File: src/rtl/dft_pkg.sv
package dft_pkg;
  typedef enum logic [1:0] {
    ST_IDLE  = 2'd0,
    ST_ISSUE = 2'd1,
    ST_DRAIN = 2'd2,
    ST_WRITE = 2'd3
  } dft_state_e;
endpackage

File: src/rtl/dft_angle_seq.sv
module dft_angle_seq #(
  parameter int N     = 32,
  parameter int ANG_W = 16
) (
  input  logic                       clk,
  input  logic                       rst_n,
  input  logic                       go,
  output logic                       valid,
  output logic                       last,
  output logic [$clog2(N)-1:0]       bin_k,
  output logic [$clog2(N)-1:0]       smp_n,
  output logic [2*$clog2(N)-1:0]     idx,
  output logic [ANG_W-1:0]           angle
);
  localparam int IW    = $clog2(N);
  localparam int CNT_W = 2 * IW;
  localparam logic [CNT_W-1:0] LAST_IDX = CNT_W'(N * N - 1);

  logic             run_q, run_d;
  logic [CNT_W-1:0] idx_q, idx_d;
  logic [IW-1:0]    kn;
  logic [IW-1:0]    neg_kn;

  always_comb begin
    run_d = run_q;
    idx_d = idx_q;
    if (go) begin
      run_d = 1'b1;
      idx_d = '0;
    end else if (run_q) begin
      if (idx_q == LAST_IDX) begin
        run_d = 1'b0;
      end else begin
        idx_d = idx_q + 1'b1;
      end
    end
  end

  always_ff @(posedge clk or negedge rst_n) begin
    if (!rst_n) begin
      run_q <= 1'b0;
      idx_q <= '0;
    end else begin
      run_q <= run_d;
      idx_q <= idx_d;
    end
  end

  assign bin_k  = idx_q[CNT_W-1:IW];
  assign smp_n  = idx_q[IW-1:0];
  assign kn     = bin_k * smp_n;
  assign neg_kn = IW'(0) - kn;
  assign valid  = run_q;
  assign last   = run_q && (idx_q == LAST_IDX);
  assign idx    = idx_q;
  assign angle  = {neg_kn, {(ANG_W - IW){1'b0}}};
endmodule

File: src/rtl/dft_tag_pipe.sv
module dft_tag_pipe #(
  parameter int W = 8,
  parameter int D = 16
) (
  input  logic         clk,
  input  logic         rst_n,
  input  logic [W-1:0] din,
  output logic [W-1:0] dout
);
  logic [W-1:0] stage_q [D];

  for (genvar g = 0; g < D; g++) begin : g_stage
    if (g == 0) begin : g_head
      always_ff @(posedge clk or negedge rst_n) begin
        if (!rst_n) stage_q[0] <= '0;
        else        stage_q[0] <= din;
      end
    end else begin : g_body
      always_ff @(posedge clk or negedge rst_n) begin
        if (!rst_n) stage_q[g] <= '0;
        else        stage_q[g] <= stage_q[g-1];
      end
    end
  end

  assign dout = stage_q[D-1];
endmodule

File: src/rtl/dft_mac.sv
module dft_mac #(
  parameter int N  = 32,
  parameter int SW = 16,
  parameter int TW = 16
) (
  input  logic                              clk,
  input  logic                              rst_n,
  input  logic                              t_valid,
  input  logic                              t_first,
  input  logic                              t_last,
  input  logic [$clog2(N)-1:0]              t_k,
  input  logic signed [SW-1:0]              x,
  input  logic signed [TW-1:0]              cos_in,
  input  logic signed [TW-1:0]              sin_in,
  input  logic [$clog2(N)-1:0]              rd_addr,
  output logic [SW+TW+$clog2(N)-1:0]        rd_re,
  output logic [SW+TW+$clog2(N)-1:0]        rd_im,
  output logic                              done
);
  localparam int IW    = $clog2(N);
  localparam int PW    = SW + TW;
  localparam int ACC_W = PW + IW;

  logic signed [PW-1:0]    prod_re, prod_im;
  logic signed [ACC_W-1:0] ext_re, ext_im;
  logic signed [ACC_W-1:0] acc_re_q, acc_im_q, acc_re_d, acc_im_d;
  logic                    done_q, done_d;
  logic                    store_en;
  logic [ACC_W-1:0]        bin_re [N];
  logic [ACC_W-1:0]        bin_im [N];

  assign prod_re = x * cos_in;
  assign prod_im = x * sin_in;
  assign ext_re  = {{IW{prod_re[PW-1]}}, prod_re};
  assign ext_im  = {{IW{prod_im[PW-1]}}, prod_im};

  always_comb begin
    acc_re_d = acc_re_q;
    acc_im_d = acc_im_q;
    if (t_valid) begin
      if (t_first) begin
        acc_re_d = ext_re;
        acc_im_d = ext_im;
      end else begin
        acc_re_d = acc_re_q + ext_re;
        acc_im_d = acc_im_q + ext_im;
      end
    end
  end

  assign store_en = t_valid && t_last;
  assign done_d   = store_en && (t_k == IW'(N - 1));

  always_ff @(posedge clk or negedge rst_n) begin
    if (!rst_n) begin
      acc_re_q <= '0;
      acc_im_q <= '0;
      done_q   <= 1'b0;
    end else begin
      if (t_valid) begin
        acc_re_q <= acc_re_d;
        acc_im_q <= acc_im_d;
      end
      done_q <= done_d;
    end
  end

  always_ff @(posedge clk) begin
    if (store_en) begin
      bin_re[t_k] <= acc_re_d;
      bin_im[t_k] <= acc_im_d;
    end
  end

  assign rd_re = bin_re[rd_addr];
  assign rd_im = bin_im[rd_addr];
  assign done  = done_q;
endmodule

File: src/rtl/dft_writeback.sv
module dft_writeback #(
  parameter int N = 32
) (
  input  logic                 clk,
  input  logic                 rst_n,
  input  logic                 go,
  output logic                 we,
  output logic [$clog2(N)-1:0] addr,
  output logic                 done
);
  localparam int IW = $clog2(N);

  logic          active_q, active_d;
  logic          gap_q, gap_d;
  logic [IW-1:0] addr_q, addr_d;

  assign we   = active_q && !gap_q;
  assign done = we && (addr_q == IW'(N - 1));

  always_comb begin
    active_d = active_q;
    gap_d    = gap_q;
    addr_d   = addr_q;
    if (go) begin
      active_d = 1'b1;
      gap_d    = 1'b0;
      addr_d   = '0;
    end else if (active_q) begin
      if (done) begin
        active_d = 1'b0;
      end else if (gap_q) begin
        gap_d  = 1'b0;
        addr_d = addr_q + 1'b1;
      end else begin
        gap_d = 1'b1;
      end
    end
  end

  always_ff @(posedge clk or negedge rst_n) begin
    if (!rst_n) begin
      active_q <= 1'b0;
      gap_q    <= 1'b0;
      addr_q   <= '0;
    end else begin
      active_q <= active_d;
      gap_q    <= gap_d;
      addr_q   <= addr_d;
    end
  end

  assign addr = addr_q;
endmodule

File: src/rtl/dft_mac_engine.sv
module dft_mac_engine
  import dft_pkg::*;
#(
  parameter int N     = 32,
  parameter int SW    = 16,
  parameter int TW    = 16,
  parameter int ANG_W = 16,
  parameter int LAT   = 16
) (
  input  logic                           clk,
  input  logic                           rst_n,
  input  logic                           smp_we,
  input  logic [$clog2(N)-1:0]           smp_addr,
  input  logic [SW-1:0]                  smp_data,
  input  logic                           start,
  output logic [ANG_W-1:0]               cs_angle,
  output logic                           cs_valid,
  input  logic [TW-1:0]                  cs_cos,
  input  logic [TW-1:0]                  cs_sin,
  output logic                           res_we,
  output logic [$clog2(N)-1:0]           res_addr,
  output logic [SW+TW+$clog2(N)-1:0]     res_re,
  output logic [SW+TW+$clog2(N)-1:0]     res_im,
  output logic                           irq,
  input  logic                           irq_ack
);
  localparam int IW    = $clog2(N);
  localparam int CNT_W = 2 * IW;
  localparam int TAG_W = 3 + 2 * IW;

  // reset: asserted asynchronously, released through two flops
  logic [1:0] rst_sync_q;
  logic       rst_i_n;

  always_ff @(posedge clk or negedge rst_n) begin
    if (!rst_n) rst_sync_q <= 2'b00;
    else        rst_sync_q <= {rst_sync_q[0], 1'b1};
  end
  assign rst_i_n = rst_sync_q[1];

  // sample store
  logic [SW-1:0] smp_mem [N];

  always_ff @(posedge clk) begin
    if (smp_we) smp_mem[smp_addr] <= smp_data;
  end

  // controller
  dft_state_e state_q, state_d;
  logic       irq_q, irq_d;
  logic       issue_go, wb_go;
  logic       seq_valid, seq_last;
  logic [IW-1:0]    seq_k, seq_n;
  logic [CNT_W-1:0] seq_idx;
  logic       mac_done, wb_done;

  assign issue_go = (state_q == ST_IDLE) && start;
  assign wb_go    = (state_q == ST_DRAIN) && mac_done;

  always_comb begin
    state_d = state_q;
    case (state_q)
      ST_IDLE:  if (start)    state_d = ST_ISSUE;
      ST_ISSUE: if (seq_last) state_d = ST_DRAIN;
      ST_DRAIN: if (mac_done) state_d = ST_WRITE;
      ST_WRITE: if (wb_done)  state_d = ST_IDLE;
      default:                state_d = ST_IDLE;
    endcase
  end

  always_comb begin
    irq_d = irq_q;
    if (wb_done)      irq_d = 1'b1;
    else if (irq_ack) irq_d = 1'b0;
  end

  always_ff @(posedge clk or negedge rst_i_n) begin
    if (!rst_i_n) begin
      state_q <= ST_IDLE;
      irq_q   <= 1'b0;
    end else begin
      state_q <= state_d;
      irq_q   <= irq_d;
    end
  end

  // angle issue
  dft_angle_seq #(.N(N), .ANG_W(ANG_W)) u_seq (
    .clk   (clk),
    .rst_n (rst_i_n),
    .go    (issue_go),
    .valid (seq_valid),
    .last  (seq_last),
    .bin_k (seq_k),
    .smp_n (seq_n),
    .idx   (seq_idx),
    .angle (cs_angle)
  );
  assign cs_valid = seq_valid;

  // tag alignment with the sine/cosine latency
  logic [TAG_W-1:0] tag_in, tag_out;
  logic             t_valid, t_first, t_last;
  logic [IW-1:0]    t_k, t_n;

  assign tag_in = {seq_valid,
                   seq_valid && (seq_n == '0),
                   seq_valid && (seq_n == IW'(N - 1)),
                   seq_k, seq_n};

  dft_tag_pipe #(.W(TAG_W), .D(LAT)) u_tag (
    .clk   (clk),
    .rst_n (rst_i_n),
    .din   (tag_in),
    .dout  (tag_out)
  );
  assign {t_valid, t_first, t_last, t_k, t_n} = tag_out;

  // multiply-accumulate
  logic [IW-1:0] wb_addr;

  dft_mac #(.N(N), .SW(SW), .TW(TW)) u_mac (
    .clk     (clk),
    .rst_n   (rst_i_n),
    .t_valid (t_valid),
    .t_first (t_first),
    .t_last  (t_last),
    .t_k     (t_k),
    .x       (smp_mem[t_n]),
    .cos_in  (cs_cos),
    .sin_in  (cs_sin),
    .rd_addr (wb_addr),
    .rd_re   (res_re),
    .rd_im   (res_im),
    .done    (mac_done)
  );

  // paced writeback
  dft_writeback #(.N(N)) u_wb (
    .clk   (clk),
    .rst_n (rst_i_n),
    .go    (wb_go),
    .we    (res_we),
    .addr  (wb_addr),
    .done  (wb_done)
  );
  assign res_addr = wb_addr;
  assign irq      = irq_q;
endmodule

File: config.mk
export PLATFORM = sky130hd
export DESIGN_NAME = dft_mac_engine
export DESIGN_NICKNAME = d
export VERILOG_FILES = /design/src/rtl/dft_pkg.sv /design/src/rtl/dft_angle_seq.sv /design/src/rtl/dft_tag_pipe.sv /design/src/rtl/dft_mac.sv /design/src/rtl/dft_writeback.sv /design/src/rtl/dft_mac_engine.sv
export SDC_FILE = /design/constraint.sdc
export NUM_CORES = 2
export LEC_CHECK = 0
export ABC_AREA = 0
export BUFFER_PORTS_ARGS = -buffer_cell sky130_fd_sc_hd__buf_2
export CORE_MARGIN = 3
export CORE_UTILIZATION = 46
export CTS_CLUSTER_DIAMETER = 200
export DETAILED_ROUTE_END_ITERATION = 12
export SYNTH_ARGS = -nofsm -noshare
export SYNTH_HDL_FRONTEND = slang
export SYNTH_SLANG_ARGS = --single-unit
export TNS_END_PERCENT = 5
File: constraint.sdc
create_clock -name clk -period 10.65 [get_ports clk]
set_input_delay 2.13 -clock clk [delete_from_list [all_inputs] [get_ports clk]]
set_output_delay 2.13 -clock clk [all_outputs]
set_load 0.02 [all_outputs]
# Word level (Yosys, flattened, before mapping)

Memory sizes are Yosys's and may differ from the RTL's.
Cells that the tools add are included.
Widths: inputs -> output; s select.

Shifts and indexed selects: 0
Equality and inequality tests: 13
Add/sub/neg operators: 5
Reductions and logical operators: 20
Magnitude comparators: 0
Bitwise gates (word level): 0
Mux-type cells: 32
Multiply operators: 3
Divide/modulo/power cells: 0

Operator list:

| operator              | count |
|---|---|
| $mux 37               | 4 |
| $add 37x32->37        | 2 |
| $mul 16x16->32        | 2 |
| $mux 10               | 3 |
| $mux 5                | 4 |
| $mux 1                | 16 |
| $eq 5x5->1 const B    | 3 |
| $add 10x1->10 const B | 1 |
| $eq 10x10->1 const B  | 1 |
| $logic_and 1x1->1     | 9 |
| $mux 2                | 4 |
| $pmux 2 s4            | 1 |
| $reduce_bool 2->1     | 4 |
| $ne 2x1->1 const B    | 3 |
| $ne 2x2->1 const B    | 3 |
| $add 5x1->5 const B   | 1 |
| $logic_not 5->1       | 1 |
| $mul 5x5->5           | 1 |
| $sub 1x5->5 const A   | 1 |
| $eq 2x2->1 const B    | 2 |
| $reduce_and 2->1      | 2 |
| $reduce_and 4->1      | 1 |
| $reduce_and 3->1      | 1 |
| $eq 2x1->1 const B    | 1 |
| 2 further kinds       | 2 |

Register bits after elaboration: 306
Memories: 3
Word-level logic and storage cells: 103
Input bits: 58
Memory bits (read-only): 0
Bits in latches: 0
Output and inout bits: 98
Bits in writable memories: 2880

Memory list:

| name         | words | bits a word | rd ports | clocked after Yosys merged registers in | write ports | RTL line             | text |
|---|---|---|---|---|---|---|---|
| u_mac.bin_im | 32    | 37          | 1        | 0                                       | 1           | dft_mac.sv:30        | `logic [ACC_W-1:0] bin_im [N];` |
| u_mac.bin_re | 32    | 37          | 1        | 0                                       | 1           | dft_mac.sv:29        | `logic [ACC_W-1:0] bin_re [N];` |
| smp_mem      | 32    | 16          | 1        | 0                                       | 1           | dft_mac_engine.sv:42 | `logic [SW-1:0] smp_mem [N];` |

# Longest topological paths before layout

Depth in word-level cells: 6
Mapped depth: 40
Gate-level depth less buffers: 36

# Modules after synthesis

Synthesis repeated with hierarchy kept, for this count alone.

Cell total of the unflattened synthesis: 8067
Area total of the unflattened synthesis: 143889.3 µm²

By module, submodules not included:

| module         | times used | cells an instance | area each (µm²) |
|---|---|---|---|
| dft_mac        | 1          | 6525              | 116625.6 |
| dft_mac_engine | 1          | 1158              | 20503.4 |
| dft_tag_pipe   | 1          | 221               | 5302.6 |
| dft_angle_seq  | 1          | 130               | 1116.1 |
| dft_writeback  | 1          | 33                | 341.6 |

# Least setup slack after synthesis

No wires, ideal clock.

Kind: input to register
Start: input cs_cos[7]
End: memory u_mac.bin_re[0][30] (netlist bit) (data pin)
Required time: 9.896 ns
Cell stages on the path: 32
Arrival: 11.992 ns
Setup slack: -2.096 ns
Cell sequence: clkbuf_1 > nand2_1 > fa_1 > inv_1 > fa_1 > inv_1 > fa_1 > inv_1 > fa_1 > fa_1 > inv_1 > fa_1 > inv_1 > ha_1 > and3_1 > and2_1 > o31ai_1 > nand3b_1 > a21oi_1 > o21bai_1 > a21oi_1 > xnor2_1 > ha_1 > a211o_1 > a221o_1 > a41o_1 > a22o_1 > a21oi_1 > o21ai_1 > xor2_1 > nor2_1 > a2111oi_0

Cells in the longest elaborated chain, start to end: 4

Ends and longest elaborated chain:

| element                | RTL line             | text |
|---|---|---|
| start, declared        | dft_mac_engine.sv:18 | `input logic [TW-1:0] cs_cos,` |
| $mul 16x16->32 *       | dft_mac.sv:32        | `assign prod_re = x * cos_in;` |
| $add 37x32->37         | dft_mac.sv:45        | `acc_re_d = acc_re_q + ext_re;` |
| $mux 37 *              | dft_mac.sv:41        | `if (t_first) begin` |
| $mux 37 *              | dft_mac.sv:40        | `if (t_valid) begin` |
| net u_mac.acc_re_d[30] | dft_mac.sv:26        | `logic signed [ACC_W-1:0] acc_re_q, acc_im_q, acc_re_d, acc_im_d;` |
| end, declared          | dft_mac.sv:29        |  |

The timed path passes the listed nets; every way through them passes the cells marked *.

# Final worst setup path

Start: register u_tag.stage_q, in the netlist u_tag.dout[0]
End: memory u_mac.bin_re[22][33] (netlist bit) (data pin)

Cells in the longest elaborated chain, start to end: 5

Ends and longest elaborated chain:

| element                         | RTL line           | text |
|---|---|---|
| start, declared                 | dft_tag_pipe.sv:10 | `logic [W-1:0] stage_q [D];` |
| start signal, assigned by index | dft_tag_pipe.sv:21 | `else stage_q[g] <= stage_q[g-1];` |
| $mem_v2 32x16 *                 | -                  |  |
| $mul 16x16->32 *                | dft_mac.sv:32      |  |
| $add 37x32->37                  | dft_mac.sv:45      |  |
| $mux 37 *                       | dft_mac.sv:41      |  |
| $mux 37 *                       | dft_mac.sv:40      |  |
| net u_mac.acc_re_d[33]          | dft_mac.sv:26      |  |

Marks and branches as above.

==> results.py <==
metrics = {
    "clocking": {
        "numCtsBuffers": 335,
        "cts_tree": "yes",
        "clock-sinks": 3186,
        "cts.root.buffer_cell": "clkbuf_16",
        "clk_latency_ns": 0.92,
        "htree_levels": 5,
        "max-clock-path-buffers": 4,
        "holdBufCountCts": 0,
        "clk_pin_slew_ns": 0.06,
    },
    "logic_synthesis": {
        "netlist_instances": 7740,
        "avgSynthCellArea_um2": 18.5,
        "ys_warn_count": 0,
        "synth-seq-cells": 3186,
        "async_reset_ff_share_pct": 9.60,
        "synthFlopType": "edfxtp_1",
        "netlist_area_um2": 143000,
        "post_synth_num_cell_types": 79,
        "yosysSeqAreaShare_pct": 65.7,
        "yosysTopAreaCellShare_pct": 60.3,
        "synth_area_leaders": "edfxtp_1, mux4_2, fa_1",
        "synth_area_leader_cell": "edfxtp_1",
        "ys_top_cells_by_count": "edfxtp_1, mux4_2, inv_1, fa_1, nand2_1",
        "yosysMostFrequentCell": "edfxtp_1",
        "synth-edff-count": 2880,
    },
    "setup_path": {
        "crit_type": "reg2reg",
        "crit_arrival_ns": 11.25,
        "start_kind": "flop",
        "cp_slowest_stage_delay_ns": 0.51,
        "cp_slowest_cell": "dfrtp_4",
        "critPathMaxFanout": 32,
        "cp_data_required_time_ns": 11.37,
        "end_kind": "flop",
    },
    "timing": {
        "finalCritPeriodShare_pct": 98.9,
        "finalHoldViolations": 0,
        "slew_violations": 0,
        "fin_crit_ns": 10.54,
        "fmax_mhz": 94.9,
        "relSlewSlack_pct": 12.4,
        "tightestPinTransition_ns": 1.31,
        "skew_ns": 0.0971,
        "rsz0062_at_grt": "true",
        "setup_viol": 0,
        "hold_ws_ns": 0.277,
    },
    "cells_and_area": {
        "fillCellCount": 24311,
        "post-route-util_pct": 53.3,
        "drive_gt1_share_pct": 27.2,
        "final_nets": 9258,
        "area_delta_synth_final_pct": 15.1,
    },
    "detailed_routing": {
        "vias": 74274,
        "drt_wl_total_um": 361000,
        "drt_pass1_iterations": 5,
        "detail_route.wl_per_cell_um": 28.2,
        "drt.antenna.violating_nets": 0,
        "drc": 0,
        "vias_per_cell": 5.80,
        "drt_iter0_drc": 7363,
    },
    "placement": {
        "port_buffers": 144,
        "routabilityCongestion": 0.855,
        "hpwlAfterDp_um": 207000,
    },
    "status": {
        "outcome": "completed",
    },
    "grt": {
        "grt_pass1_wl_um": 530000,
        "grt_antenna_before_repair": 29,
        "globalRouteOverflowTotal": 0,
        "grt_pass1_vias": 78528,
        "grt_max_degree": 158,
        "grt_usage_pct": 22.8,
    },
    "die": {
        "die_w_um": 564,
        "die_area_um2": 318000,
        "rows": 204,
        "die_h_um": 564,
        "num_io_pins": 156,
        "start_util_pct": 46.3,
        "design.core.area_um2": 309000,
    },
    "flow_run": {
        "maxCapViolations": 0,
    },
    "worst_hold_path": {
        "worst_hold_path_type": "reg2async",
    },
}
==> final cells by class <==
class / count / area (µm²) / share of cell area [%]
clock buffer: 426 / 8950 / 5.43
sequential: 3186 / 94200 / 57.1
clock inverter: 180 / 1830 / 1.11
antenna: 10 / 25.0 / 0.0152
multi-input combinational: 3563 / 46500 / 28.2
inverter: 643 / 2410 / 1.46
timing repair buffer: 685 / 5900 / 3.58
tap: 4120 / 5150 / 3.13
==> per-stage QoR <==
step / TNS, ns / area, µm² / cells / setup WS, ns
2_1_floorplan: -4.97 / 143000 / 7750 / -0.0844
3_3_place_gp: -98.91 / 153000 / 12148 / -0.444
3_5_place_dp: -111.59 / 153000 / 12148 / -0.498
4_1_cts: -3.51 / 164000 / 12756 / -0.0734
5_1_grt: -58.89 / 165000 / 12811 / -0.326
6_report: 0 / 165000 / 12813 / 0.114
==> worst max-delay path: cells and delay by family (launching register included) <==
family                     cells  cell delay, ns
xor gates and xnor gates       1            0.36
DFF                            1            0.51
AOI/OAI and AO/OA             11            2.20
muxes                          3            1.24
and+or+nand+nor                6            1.43
buffers and inverters         10            1.54
adders and majority gates      8            3.06
==> cell usage in the layout, fill, tap and decap left out, drive strengths merged, types with 10 or more instances in the layout <==
master,instances
nand4,14
or2,10
a211oi,18
a31oi,39
mux2,98
mux4,900
clkinvlp,10
ha,258
fa,528
xor2,44
clkinv,134
or3,21
a21o,62
edfxtp,2880
nor3,17
a221o,17
diode,10
nor2b,119
xnor2,92
o21a,19
a21oi,205
and2,164
nand3,40
nor2,235
dfrtp,306
o21ai,93
nand2,318
nand2b,59
buf,674
clkbuf,437
nand3b,10
mux2i,25
conb,12
inv,654
bufinv,25
o211ai,13
and3,17
o21bai,21
==> metal layers <==
metal  up-vias  wire [µm]  GRT usage (%)
met2      2603     182000           38.3
met5         -         21              0
li1      30991          -              -
met3       420      23500           3.27
met4         4       6900           4.70
met1     40256     149000           31.9
==> final timing paths <==
kind	slack, ns	endpoint	cells past startpoint	start
setup / recovery	0.11	u_mac.bin_re[22][33]	39	u_tag.dout[0]
hold / removal	0.28	u_seq.idx[0]	0	rst_sync_q[1]
setup reg to reg	0.11	u_mac.bin_re[22][33]	39	u_tag.dout[0]
hold reg to reg	0.28	u_seq.idx[0]	0	rst_sync_q[1]
max in group asynchronous	8.28	u_mac.acc_re_q[7]	2	rst_sync_q[1]
min in group clk	0.33	u_tag.stage_q[82]	0	u_tag.stage_q[95]
==> flip-flops by register name, indices dropped and copies added, names as in the netlist <==
name	count
irq	1
rst_sync_q	2
smp_mem	512
state_q	2
u_mac.acc_im_q	37
u_mac.acc_re_q	37
u_mac.bin_im	1184
u_mac.bin_re	1184
u_mac.done	1
u_seq.idx	10
u_seq.valid	1
u_tag.dout	13
u_tag.stage_q	195
u_wb.active_q	1
u_wb.addr	5
u_wb.gap_q	1
==> repair_timing <==
action	CTS	global route
pin swaps	3	15
buffers inserted	1	34
cloned	1	13
resized for setup	26	109
endpoints found under the setup margin	469	908
==> cells by family (layout without fill, tap and decap cells) <==
logic type | Yosys count | count (layout) | share of synthesized area [%]
AO/OA/AOI/OAI | 555 | 556 | 2.47
buffers and inverters | 1002 | 1934 | 2.68
flip-flops | 3186 | 3186 | 65.7
AND/OR/NAND/NOR | 1050 | 1050 | 3.62
other | 2 | 22 | 0.00524
adder cells (fa/ha/maj) | 786 | 786 | 9.63
multiplexers | 1023 | 1023 | 15.1
XOR/XNOR | 136 | 136 | 0.831
Power is left out: the tool's default activity adds up to more than one toggle a clock period on the data nets, which glitch-free logic cannot reach.
